[config.mk]
export PLATFORM = sky130hd
export DESIGN_NAME = csr_unit
export DESIGN_NICKNAME = d
export VERILOG_FILES = /design/src/rtl/csr_pkg.sv /design/src/rtl/csr_decode.sv /design/src/rtl/csr_counter.sv /design/src/rtl/csr_fp_state.sv /design/src/rtl/csr_unit.sv
export SDC_FILE = /design/constraint.sdc
export NUM_CORES = 1
export LEC_CHECK = 0
export BUFFER_PORTS_ARGS = -buffer_cell sky130_fd_sc_hd__clkbuf_2
export CAP_MARGIN = 30
export CELL_PAD_IN_SITES_DETAIL_PLACEMENT = 0
export CELL_PAD_IN_SITES_GLOBAL_PLACEMENT = 1
export CORE_MARGIN = 10
export CORE_UTILIZATION = 45
export CTS_BUF_LIST = sky130_fd_sc_hd__clkbuf_4 sky130_fd_sc_hd__clkbuf_8
export CTS_CLUSTER_DIAMETER = 100
export CTS_CLUSTER_SIZE = 14
export DETAILED_ROUTE_END_ITERATION = 8
export PLACE_DENSITY = 0.9
export SLEW_MARGIN = 15
export SYNTH_ARGS = -nofsm -noshare
export SYNTH_HDL_FRONTEND = slang
export SYNTH_SLANG_ARGS = --single-unit
[constraint.sdc]
create_clock -name clk -period 3.8 [get_ports clk]
set_clock_uncertainty 0.2 [all_clocks]
set_input_delay 0.38 -clock clk [delete_from_list [all_inputs] [get_ports clk]]
set_output_delay 0.38 -clock clk [all_outputs]
set_load 0.02 [all_outputs]
[src/rtl/csr_pkg.sv]
package csr_pkg;

  typedef enum logic [1:0] {
    OP_READ  = 2'd0,
    OP_WRITE = 2'd1,
    OP_SET   = 2'd2,
    OP_CLEAR = 2'd3
  } csr_op_e;

  typedef enum logic [2:0] {
    SEL_NONE,
    SEL_FLAGS,
    SEL_RMODE,
    SEL_FSTAT,
    SEL_CNT_LO,
    SEL_CNT_HI
  } csr_sel_e;

  localparam logic [11:0] ADR_FLAGS = 12'h001;
  localparam logic [11:0] ADR_RMODE = 12'h002;
  localparam logic [11:0] ADR_FSTAT = 12'h003;
  localparam logic [3:0]  CNT_PAGE  = 4'hC;

  localparam int NUM_CNT = 3;

endpackage

[src/rtl/csr_decode.sv]
module csr_decode
  import csr_pkg::*;
#(
  parameter int ADDR_W = 12,
  parameter bit HAS_HI = 1'b1
) (
  input  logic [ADDR_W-1:0] addr,
  output csr_sel_e          sel,
  output logic [1:0]        cnt_idx,
  output logic              read_only
);

  always_comb begin
    sel       = SEL_NONE;
    cnt_idx   = addr[1:0];
    read_only = 1'b0;
    if (addr == ADR_FLAGS) begin
      sel = SEL_FLAGS;
    end else if (addr == ADR_RMODE) begin
      sel = SEL_RMODE;
    end else if (addr == ADR_FSTAT) begin
      sel = SEL_FSTAT;
    end else if (addr[11:8] == CNT_PAGE && addr[6:2] == 5'd0 &&
                 addr[1:0] != 2'b11) begin
      if (!addr[7]) begin
        sel       = SEL_CNT_LO;
        read_only = 1'b1;
      end else if (HAS_HI) begin
        sel       = SEL_CNT_HI;
        read_only = 1'b1;
      end
    end
  end

endmodule

[src/rtl/csr_counter.sv]
module csr_counter #(
  parameter int WIDTH = 64
) (
  input  logic             clk,
  input  logic             rst,
  input  logic             inc,
  output logic [WIDTH-1:0] count
);

  always_ff @(posedge clk) begin
    if (rst) count <= '0;
    else if (inc) count <= count + 1'b1;
  end

endmodule

[src/rtl/csr_fp_state.sv]
module csr_fp_state #(
  parameter int FLAG_W = 5,
  parameter int RM_W   = 3
) (
  input  logic              clk,
  input  logic              rst,
  input  logic              sw_flags_we,
  input  logic [FLAG_W-1:0] sw_flags,
  input  logic              sw_rm_we,
  input  logic [RM_W-1:0]   sw_rm,
  input  logic              hw_valid,
  input  logic [FLAG_W-1:0] hw_flags,
  output logic [FLAG_W-1:0] flags,
  output logic [RM_W-1:0]   rmode
);

  logic [FLAG_W-1:0] base_flags;
  logic [FLAG_W-1:0] hw_or;

  always_comb begin
    base_flags = sw_flags_we ? sw_flags : flags;
    hw_or      = hw_valid ? hw_flags : '0;
  end

  always_ff @(posedge clk) begin
    if (rst) begin
      flags <= '0;
      rmode <= '0;
    end else begin
      flags <= base_flags | hw_or;
      if (sw_rm_we) rmode <= sw_rm;
    end
  end

endmodule

[src/rtl/csr_unit.sv]
module csr_unit
  import csr_pkg::*;
#(
  parameter int DATA_W = 32,
  parameter int ADDR_W = 12,
  parameter int CNT_W  = 64,
  parameter int FLAG_W = 5,
  parameter int RM_W   = 3
) (
  input  logic              clk,
  input  logic              rst,
  input  logic              csr_valid,
  input  logic [ADDR_W-1:0] csr_addr,
  input  logic [1:0]        csr_op,
  input  logic [DATA_W-1:0] csr_wdata,
  output logic [DATA_W-1:0] csr_rdata,
  output logic              csr_illegal,
  input  logic              retire_pulse,
  input  logic              time_tick,
  input  logic              fpu_flag_valid,
  input  logic [FLAG_W-1:0] fpu_flags
);

  localparam bit HAS_HI = (CNT_W > DATA_W);
  localparam int STAT_W = FLAG_W + RM_W;

  csr_sel_e          sel;
  logic [1:0]        cnt_idx;
  logic              read_only;
  logic [CNT_W-1:0]  cnt_val [NUM_CNT];
  logic [NUM_CNT-1:0] cnt_inc;
  logic [CNT_W-1:0]  cyc_val, tim_val, ret_val;
  logic [FLAG_W-1:0] flags_q;
  logic [RM_W-1:0]   rm_q;
  logic [DATA_W-1:0] old_val, new_val;
  logic              modifies, commit;
  logic              flags_we, rm_we;
  logic [FLAG_W-1:0] flags_wv;
  logic [RM_W-1:0]   rm_wv;
  logic [DATA_W-1:0] cnt_word;

  csr_decode #(.ADDR_W(ADDR_W), .HAS_HI(HAS_HI)) u_dec (
    .addr      (csr_addr),
    .sel       (sel),
    .cnt_idx   (cnt_idx),
    .read_only (read_only)
  );

  assign cnt_inc = {retire_pulse, time_tick, 1'b1};

  for (genvar i = 0; i < NUM_CNT; i++) begin : g_cnt
    csr_counter #(.WIDTH(CNT_W)) u_cnt (
      .clk   (clk),
      .rst   (rst),
      .inc   (cnt_inc[i]),
      .count (cnt_val[i])
    );
  end

  assign cyc_val = cnt_val[0];
  assign tim_val = cnt_val[1];
  assign ret_val = cnt_val[2];

  csr_fp_state #(.FLAG_W(FLAG_W), .RM_W(RM_W)) u_fp (
    .clk         (clk),
    .rst         (rst),
    .sw_flags_we (flags_we),
    .sw_flags    (flags_wv),
    .sw_rm_we    (rm_we),
    .sw_rm       (rm_wv),
    .hw_valid    (fpu_flag_valid),
    .hw_flags    (fpu_flags),
    .flags       (flags_q),
    .rmode       (rm_q)
  );

  always_comb begin
    cnt_word = '0;
    if (cnt_idx < 2'(NUM_CNT)) begin
      if (sel == SEL_CNT_HI) cnt_word = cnt_val[cnt_idx][CNT_W-1 -: DATA_W];
      else                   cnt_word = cnt_val[cnt_idx][DATA_W-1:0];
    end
  end

  always_comb begin
    case (sel)
      SEL_FLAGS:  old_val = DATA_W'(flags_q);
      SEL_RMODE:  old_val = DATA_W'(rm_q);
      SEL_FSTAT:  old_val = DATA_W'({rm_q, flags_q});
      SEL_CNT_LO,
      SEL_CNT_HI: old_val = cnt_word;
      default:    old_val = '0;
    endcase
  end

  always_comb begin
    case (csr_op)
      OP_WRITE: new_val = csr_wdata;
      OP_SET:   new_val = old_val | csr_wdata;
      OP_CLEAR: new_val = old_val & ~csr_wdata;
      default:  new_val = old_val;
    endcase
  end

  always_comb begin
    modifies    = (csr_op == OP_WRITE) ||
                  ((csr_op == OP_SET || csr_op == OP_CLEAR) && csr_wdata != '0);
    csr_illegal = csr_valid && (sel == SEL_NONE || (read_only && modifies));
    commit      = csr_valid && !csr_illegal && modifies;
    flags_we    = commit && (sel == SEL_FLAGS || sel == SEL_FSTAT);
    rm_we       = commit && (sel == SEL_RMODE || sel == SEL_FSTAT);
    flags_wv    = new_val[FLAG_W-1:0];
    rm_wv       = (sel == SEL_FSTAT) ? new_val[STAT_W-1:FLAG_W] : new_val[RM_W-1:0];
  end

  assign csr_rdata = old_val;

endmodule

==> reports/qor.csv, run 1 <==
metric,value,unit
outcome,finished clean,
syn-num-nets,1506,
yosysTopAreaCell,dfxtp_1,
area_growth_syn_to_layout,9.55,%
crit_buf_inv,0,
antenna_found_initial,0,
crit_path_end_kind,register,
grt_pass1_wl,59.0,mm
mappedNetlistArea,11700,um^2
fp.dieW,181,um
final_nets,1539,
synth_top_cell_area_share,0.343,
multiInputGateArea,7160,um^2
final_core_util,0.505,
synth_cell_types,54,
final_layout_size_suffix_gt1_frac,0.143,
timing.final.crit_period,2.97,ns
fmax,337,MHz
io_pins,90,
fillCellCount,2426,
yosysSeqAreaShare,0.343,
setup_violations,0,
peakVddDrop,224,uV
min_path_type,input pin to register,
seq_area,4000,um^2
cts_buffer_depth,2,
overflow,0,
worstPathRequired,4.01,ns
cpMostUsedCell,or4_1,
ant_nets,0,
via_count,11700,
async_reset_ff_frac,0,
clock_sinks,200,
drv_slew,0,
numCtsBuffers,17,
max_stage_delay,0.77,ns
drc,0,
hpwl,27.6,mm
h-tree-depth,4,
fin_crit_sh,0.782,
power.leakage,0.00401,uW
critPathLaunchType,register,
grt_pass1_vias,10900,
place_inst,1786,
viasPerCell,6.40,
wl,37.1,mm
cts_root_buf,clkbuf_8,
hold_viol,0,
cpLargestDelayFamily,simple AND/OR/NAND/NOR gates,
ys_ff_latch,200,
critPathMaxFanout,22,
port_buffers,89,
cp_cell_sequence,nand4_2 > or4_1 > or3_4 > or4_1 > a21oi_1,
fp-row-count,58,
cts_setup_buffers,0,
synth_edf_count,0,
gp_congestion,0.913,
path_class,register to register,
relSlewSlack,0.370,
arrival,3.18,ns
cts.repair.resized,0,
cap_viol_max_count,0,
syn_avg_cell_area,8.07,um^2
drt-pass1-iter-count,5,
clk_pin_slew,0.12,ns
synthTopCellsByArea,"dfxtp_1, a21oi_1, mux2_2",
rsz0062_at_grt,false,
hold_buffers,4,
synth_warnings,0,
core,25300,um^2
die_area,32800,um^2
yosys_most_used_dff,dfxtp_1,
p_per_area,294,nW/um^2
drt_iter0_markers,1292,
grtUsageTotal,0.217,
wl_per_cell,20.4,um
fin_cells,1822,
cts_tree,built,
cp_slowest_cell,or4_1,
worst_pin_slew,0.943,ns
clock_latency,0.48,ns
diodes,0,
setup_tns,0,ns
syn_inst,1446,
power,3760,uW
grt_max_degree,113,
die_height,181,um
initial_core_util,0.461,
[flip-flops by register name (all words and copies together), names as in the netlist]
signal,flops
g_cnt.u_cnt.count,192
u_fp.rmode,3
u_fp.flags,5
[cell usage after synthesis (33+ instances only)]
library cell    n
nand2_1        79
mux2_2         51
dfxtp_1       200
xnor2_1        55
o31ai_1        59
a21oi_1       128
or4_1          59
nand4_1        59
nand3_1        78
nor3_1         43
o21ai_0        41
or3_1          33
a221oi_1       49
nor2_1        124
xor2_1         35
clkbuf_1       87
nor4_1         41
[through the flow]
stage | area (um^2) | setup slack (ns) | hold WS, ns
6_report | 12800 | 0.830 | 0.0312
3_3_place_gp | 12300 | 0.947 | 0.239
2_1_floorplan | 11700 | 0.937 | 0.223
3_5_place_dp | 12300 | 0.843 | 0.258
5_1_grt | 12800 | 0.656 | 0.0296
4_1_cts | 12800 | 0.835 | 0.00318
[cell usage in the layout (no fill, tap or decap), drive strengths merged, types with 5 or more instances in the layout]
cell / count
o21ai: 41
a21oi: 128
a31o: 5
nand4b: 8
nor3: 44
buf: 26
nor2b: 10
nor4: 41
or4: 59
nand2: 79
o32ai: 5
clkinv: 8
a211oi: 13
mux2i: 21
nand3: 78
clkbuf: 104
o31ai: 59
nand4: 60
and4: 29
dfxtp: 200
xnor2: 55
and2: 15
a221oi: 49
xor2: 35
mux2: 51
and3: 24
or3: 34
or2: 7
a31oi: 5
inv: 37
nor2: 124
[where the power goes]
group,switching [uW],total (uW),internal [uW]
clock network,893,1400,506
logic,157,246,88.9
registers,10.5,2120,2110
total,1060,3760,2700
[final cells by class]
cell class | instances | share of cell area
repair buffers | 117 | 0.0537
inverters | 30 | 0.00880
clock buffers | 17 | 0.0183
flip-flops and latches | 200 | 0.313
multi-input cells | 1113 | 0.560
well taps | 330 | 0.0323
clock inverters | 15 | 0.0138
[tightest hold or removal path: stages]
cell	delay, ns
clkbuf_2	0.14
nand2_1	0.08
a31oi_1	0.06
[path summary, 6_finish.rpt]
check | from | endpoint | slack (ns) | cells after the start
worst min register to register | g_cnt[0].u_cnt.count[0]$_SDFF_PP0_ | g_cnt[0].u_cnt.count[0]$_SDFF_PP0_ | 0.28 | 1
worst max-delay path | g_cnt[1].u_cnt.count[7]$_SDFFE_PP0P_ | g_cnt[1].u_cnt.count[51]$_SDFFE_PP0P_ | 0.83 | 5
worst min-delay path | fpu_flag_valid | u_fp.flags[4]$_SDFF_PP0_ | 0.03 | 3
worst max register to register | g_cnt[1].u_cnt.count[7]$_SDFFE_PP0P_ | g_cnt[1].u_cnt.count[51]$_SDFFE_PP0P_ | 0.83 | 5
[kinds of logic (layout without fill, tap and decap cells)]
kind of cell	after synthesis	in the layout	synth area share
AO/OA/AOI/OAI	328	328	0.182
XOR/XNOR	90	90	0.0675
adder cells (fa/ha/maj)	3	3	0.00322
buffers and inverters	133	179	0.0441
flip-flops	200	200	0.343
multiplexers	72	72	0.0672
AND/OR/NAND/NOR	620	620	0.293
[per-layer routing]
metal / share of wire / GRT usage / vias up
li1: - / - / 5566
met1: 0.44 / 0.288 / 5563
met2: 0.46 / 0.347 / 484
met3: 0.074 / 0.0394 / 52
met4: 0.025 / 0.0677 / 0
met5: 0 / 0 / -
Power figures use the tool's default switching activity.
==> run 2, diff against run 1 <==
Clock period 3.8 ns to 2.8 ns, I/O delays scaled along.
==> reports/qor.csv, run 2 (synthesis results as in run 1) <==
metric,value,unit,change
setup_violations,0,,unchanged
gr-usage-met3,0.0525,,+0.0132
grtUsageTotal,0.222,,+0.00552
die_area,32800,um^2,unchanged
place_inst,1844,,+3.2%
grt_pass1_vias,11000,,+1.2%
fmax,371,MHz,+10%
relSlewSlack,0.526,,+0.157
hold_viol,0,,unchanged
grt_pass1_wl,59.9,mm,+1.6%
gr-usage-met2,0.361,,+0.0132
violations,DRC,,
path_class,register to register,,
rrSetupSlack,0.10,ns,-0.73 ns
min_path_cells,3,,unchanged
fillCellCount,2367,,-2.4%
core,25300,um^2,unchanged
fin_crit_sh,0.963,,+0.182
cts_buffer_depth,2,,unchanged
antenna_found_initial,0,,unchanged
overflow,0,,unchanged
peakVddDrop,237,uV,+5.8%
clock_sinks,200,,unchanged
top_register,g_cnt.u_cnt.count,,
initial_core_util,0.461,,unchanged
layout_commonest_cell,dfxtp_1,,
wl_per_cell,20.3,um,-0.33%
fp.dieW,181,um,unchanged
power.leakage,0.00433,uW,+8.2%
critPathLaunchType,register,,
final_area,13400,um^2,+4.4%
drv_slew,0,,unchanged
largest_reg_flops,192,,unchanged
io_pins,90,,unchanged
grt_busiest_layer,met2,,
numCtsBuffers,17,,unchanged
final_nets,1604,,+4.2%
drc,1,,+1
cts_root_buf,clkbuf_8,,
cts_tree,built,,
grt_use_met1,0.285,,-0.00246
drt_iter0_markers,1124,,-13%
cts_setup_buffers,0,,unchanged
p_per_area,387,nW/um^2,+32%
h-tree-depth,4,,unchanged
mostFrequentLayoutCells,"dfxtp_1, a21oi_1, nor2_1",,
port_buffers,89,,unchanged
max_stage_delay,0.58,ns,-0.19 ns
gp_congestion,0.946,,+3.6%
wl,38.3,mm,+3.2%
cp_cell_sequence,nand4_2 > or4_1 > or3_4 > or4_1 > a21oi_1,,
cp_slowest_cell,or4_1,,
arrival,2.92,ns,-0.26 ns
reg2regPathDepth,5,,unchanged
placed_area,12800,um^2,+4.0%
crit_path_end_kind,register,,
clk_pin_slew,0.12,ns,about the same
ant_nets,0,,unchanged
clock_latency,0.51,ns,+0.03 ns
rsz0062_at_grt,false,,
grt_max_degree,66,,-42%
die_height,181,um,unchanged
area_growth_syn_to_layout,14.4,%,
cpMostUsedCell,or4_1,,
cap_viol_max_count,0,,unchanged
outcome,"finished, violations left",,
min_path_type,input pin to register,,
hpwl,28.5,mm,+3.2%
largestRegisters,"g_cnt.u_cnt.count x192, u_fp.flags x5, u_fp.rmode x3",,
worst_pin_slew,0.704,ns,-0.239 ns
drt-pass1-iter-count,9,,+4
fin_cells,1887,,+3.6%
fp-row-count,58,,unchanged
setup_tns,0,ns,unchanged
timing.final.crit_period,2.70,ns,-0.273 ns
worstPathRequired,3.02,ns,-0.99 ns
diodes,0,,unchanged
final_layout_size_suffix_gt1_frac,0.175,,+0.0313
critPathMaxFanout,22,,unchanged
viasPerCell,6.36,,-0.69%
via_count,12000,,+2.9%
[run 2: layout make-up]
class | count | area (um^2) | share of cell area
clock buffers | 17 | 234 | 0.0175
inverters | 30 | 113 | 0.00843
multi-input cells | 1113 | 7160 | 0.536
clock inverters | 15 | 171 | 0.0128
repair buffers | 182 | 1250 | 0.0940
well taps | 330 | 413 | 0.0309
flip-flops and latches | 200 | 4000 | 0.300
[run 2: layer usage]
metal	share of wire	wire [um]
met1	0.43	16600
met2	0.46	17800
met5	0	0
met4	0.023	898
met3	0.079	3010
[run 2: report_power, final]
| part | internal (uW) | total [uW] | switching (uW) | leakage, uW |
|---|---|---|---|---|
| logic | 145 | 373 | 228 | 0.00252 |
| clock network | 684 | 1930 | 1240 | 0.000198 |
| registers | 2860 | 2870 | 13.1 | 0.00161 |
[run 2: repair_timing]
action                                  in CTS  in global routing
hold buffers                                11                  0
endpoints found under the setup margin       0                  1
resized for setup                            0                  0
endpoints found under the hold margin       16                  0
[run 2: path summary, 6_finish.rpt]
kind                                   startpoint                                     to
max          g_cnt[1].u_cnt.count[9]$_SDFFE_PP0P_  g_cnt[1].u_cnt.count[63]$_SDFFE_PP0P_
min                                fpu_flag_valid               u_fp.flags[0]$_SDFF_PP0_
max reg2reg  g_cnt[1].u_cnt.count[9]$_SDFFE_PP0P_  g_cnt[1].u_cnt.count[63]$_SDFFE_PP0P_
min reg2reg    g_cnt[0].u_cnt.count[0]$_SDFF_PP0_     g_cnt[0].u_cnt.count[0]$_SDFF_PP0_
[run 2: per-stage QoR]
stage / hold WS (ns) / power, uW / util / worst slack, ns
after global routing: 0.000595 / 5350 / 0.527 / 0.0143
after detailed placement: 0.249 / 3290 / 0.507 / 0.145
final: 0.0165 / 5170 / 0.527 / 0.102
after floorplan: 0.217 / 3140 / - / 0.137
after global placement: 0.241 / 3290 / 0.507 / 0.129
after CTS: 0.000526 / 5200 / 0.527 / 0.137
[run 2: worst max-delay path: cells and delay by family (launching register included)]
| kind | cells | cell delay, ns |
|---|---|---|
| and+or+nand+nor | 4 | 1.82 |
| DFF | 1 | 0.43 |
| AOI/OAI and AO/OA | 1 | 0.17 |
==> run 3, diff against run 2 <==
Settings changed: ABC_AREA set to 1, MAX_ROUTING_LAYER set to met4, PLACE_DENSITY 0.9 to 0.94.
==> reports/qor.csv, run 3 <==
metric,value,unit,change
grt_max_degree,118,,+79%
critPathLaunchType,register,,
initial_core_util,0.457,,-0.00403
async_reset_ff_frac,0,,unchanged
syn_inst,2182,,+51%
arrival,2.26,ns,-0.66 ns
io_pins,90,,unchanged
cap_viol_max_count,0,,unchanged
critPathMaxFanout,5,,-77%
gp_congestion,1.03,,+9.2%
hold_viol,0,,unchanged
wl,55.7,mm,+45%
fp.dieW,194,um,+7.0%
synthTopCellsByArea,"dfxtp_1, nand2_1, nor2_1",,
numCtsBuffers,17,,unchanged
drt_iter0_markers,1824,,+62%
crit_buf_inv,1,,+1
clk_pin_slew,0.12,ns,about the same
grtUsageTotal,0.293,,+0.0712
cpLargestDelayFamily,compound AO/OA/AOI/OAI gates,,
drc,0,,-1
largestRegisters,"g_cnt.u_cnt.count x192, u_fp.flags x5, u_fp.rmode x3",,
via_count,15700,,+31%
layout_setup_ws,0.0569,ns,-0.0454 ns
setup_violations,0,,unchanged
grt_pass1_wl,84.8,mm,+42%
timing.final.crit_period,2.74,ns,+0.0454 ns
synth_edf_count,0,,unchanged
layout_commonest_cell,nand2_1,,
cts_root_buf,clkbuf_8,,
synth_top_cell_area_share,0.295,,-0.0481
clock_sinks,200,,unchanged
cpMostUsedCell,o21ai_0,,
crit_path_end_kind,output pin,,
overflow,0,,unchanged
worstPathRequired,2.32,ns,-0.70 ns
fmax,365,MHz,-1.7%
mappedNetlistArea,13600,um^2,+16%
min_path_type,input pin to register,,
worst_pin_slew,0.718,ns,+0.0138 ns
rsz0062_at_grt,false,,
syn_avg_cell_area,6.22,um^2,-23%
relSlewSlack,0.517,,-0.00992
p_per_area,352,nW/um^2,-9.2%
top_register,g_cnt.u_cnt.count,,
max_stage_delay,0.59,ns,about the same
fp-row-count,63,,+8.6%
largest_reg_flops,192,,unchanged
yosysTopAreaCell,dfxtp_1,,
die_area,37500,um^2,+14%
viasPerCell,5.88,,-7.5%
hold_buffers,18,,+7
cp_num_cells,5,,unchanged
cts.repair.resized,0,,unchanged
drt-pass1-iter-count,6,,-3
synth_warnings,0,,unchanged
antenna_found_initial,2,,+2
ys_ff_latch,200,,unchanged
min_path_cells,7,,+4
fin_crit_sh,0.980,,+0.0162
final_nets,2326,,+45%
peakVddDrop,300,uV,+27%
die_height,194,um,+7.0%
cp_cell_sequence,o21ai_0 > o22ai_1 > o21ai_0 > nor2_1 > clkbuf_2,,
yosys_most_used_dff,dfxtp_1,,
synth.most_common_cell,nand2_1,,
wl_per_cell,20.9,um,+2.8%
core,29700,um^2,+17%
synth_commonest_cells,"nand2_1, nor2_1, inv_1, dfxtp_1, o21ai_0",,
yosysSeqAreaShare,0.295,,-0.0481
cts_tree,built,,
cts_buffer_depth,2,,unchanged
clock_latency,0.55,ns,+0.04 ns
area_growth_syn_to_layout,10.5,%,
grt_pass1_vias,14600,,+33%
cp_slowest_cell,o21ai_0,,
ant_nets,0,,unchanged
reg2regPathDepth,11,,+6
drv_slew,0,,unchanged
port_buffers,89,,unchanged
final_layout_size_suffix_gt1_frac,0.116,,-0.0589
rrSetupSlack,0.34,ns,+0.24 ns
h-tree-depth,4,,unchanged
mostFrequentLayoutCells,"nand2_1, nor2_1, inv_1",,
path_class,register to output pin,,
syn-num-nets,2242,,+49%
cts_setup_buffers,0,,unchanged
outcome,finished clean,,
setup_tns,0,ns,unchanged
power.leakage,0.00526,uW,+21%
pre_cts_ws,0.317,ns,+0.172 ns
hpwl,44.3,mm,+56%
synth_cell_types,56,,+3.7%
[run 3: logic make-up (layout without fill, tap and decap cells)]
group,after synthesis,in the layout,share of synthesized area
simple gates,1204,1204,0.420
fa+ha+maj,3,3,0.00276
compound gates,384,384,0.156
flops,200,200,0.295
buf+inv,353,450,0.102
other cells,0,2,0
xor+xnor,38,38,0.0245
[run 3: worst register-to-register path, cell delays in order, from the launching register on]
cell           delay, ns
dfxtp_1             0.40
inv_1               0.14
o21ai_0             0.37
a22oi_1             0.17
nand2_1             0.12
nand2_1             0.08
o21ai_1             0.11
nand2_1             0.07
nand2_1             0.07
a21oi_1             0.06
dlygate4sd3_1       0.55
nor2_1              0.08
[run 3: final timing paths]
kind | startpoint | to
setup / recovery | g_cnt[0].u_cnt.count[16]$_SDFF_PP0_ | csr_rdata[16]
hold / removal | csr_wdata[4] | u_fp.flags[4]$_SDFF_PP0_
setup reg to reg | g_cnt[0].u_cnt.count[7]$_SDFF_PP0_ | u_fp.rmode[2]$_SDFFE_PP0P_
hold reg to reg | g_cnt[0].u_cnt.count[49]$_SDFF_PP0_ | g_cnt[0].u_cnt.count[49]$_SDFF_PP0_
[run 3: cell type report]
cell class,instances,area [um^2]
timing repair buffer,129,833
tap,390,488
antenna,2,5.00
clock buffer,21,289
inverter,289,1090
sequential,200,4000
multi-input combinational,1629,8190
fill,3182,14700
clock inverter,11,110
[run 3: power by group]
group / internal, uW / switching, uW
Combinational: 127 / 281
Clock: 813 / 1190
Sequential: 2860 / 13.0
Total: 3800 / 1480
[run 3: through the flow]
step	utilization	hold slack, ns	cells	total power (uW)	instance area [um^2]
after global placement	0.485	0.248	2619	3310	14400
after floorplan	-	0.239	2182	3170	13600
after CTS	0.505	0.0519	2669	5270	15000
final	0.505	0.0687	2671	5280	15000
after global routing	0.505	0.106	2671	5430	15000
after detailed placement	0.485	0.254	2619	3310	14400
[run 3: per-layer routing]
metal,up-vias,wire (um),GRT usage
met5,-,0,-
met2,749,25300,0.450
li1,7448,-,-
met4,0,2150,0.125
met1,7387,23200,0.368
met3,128,5130,0.0576
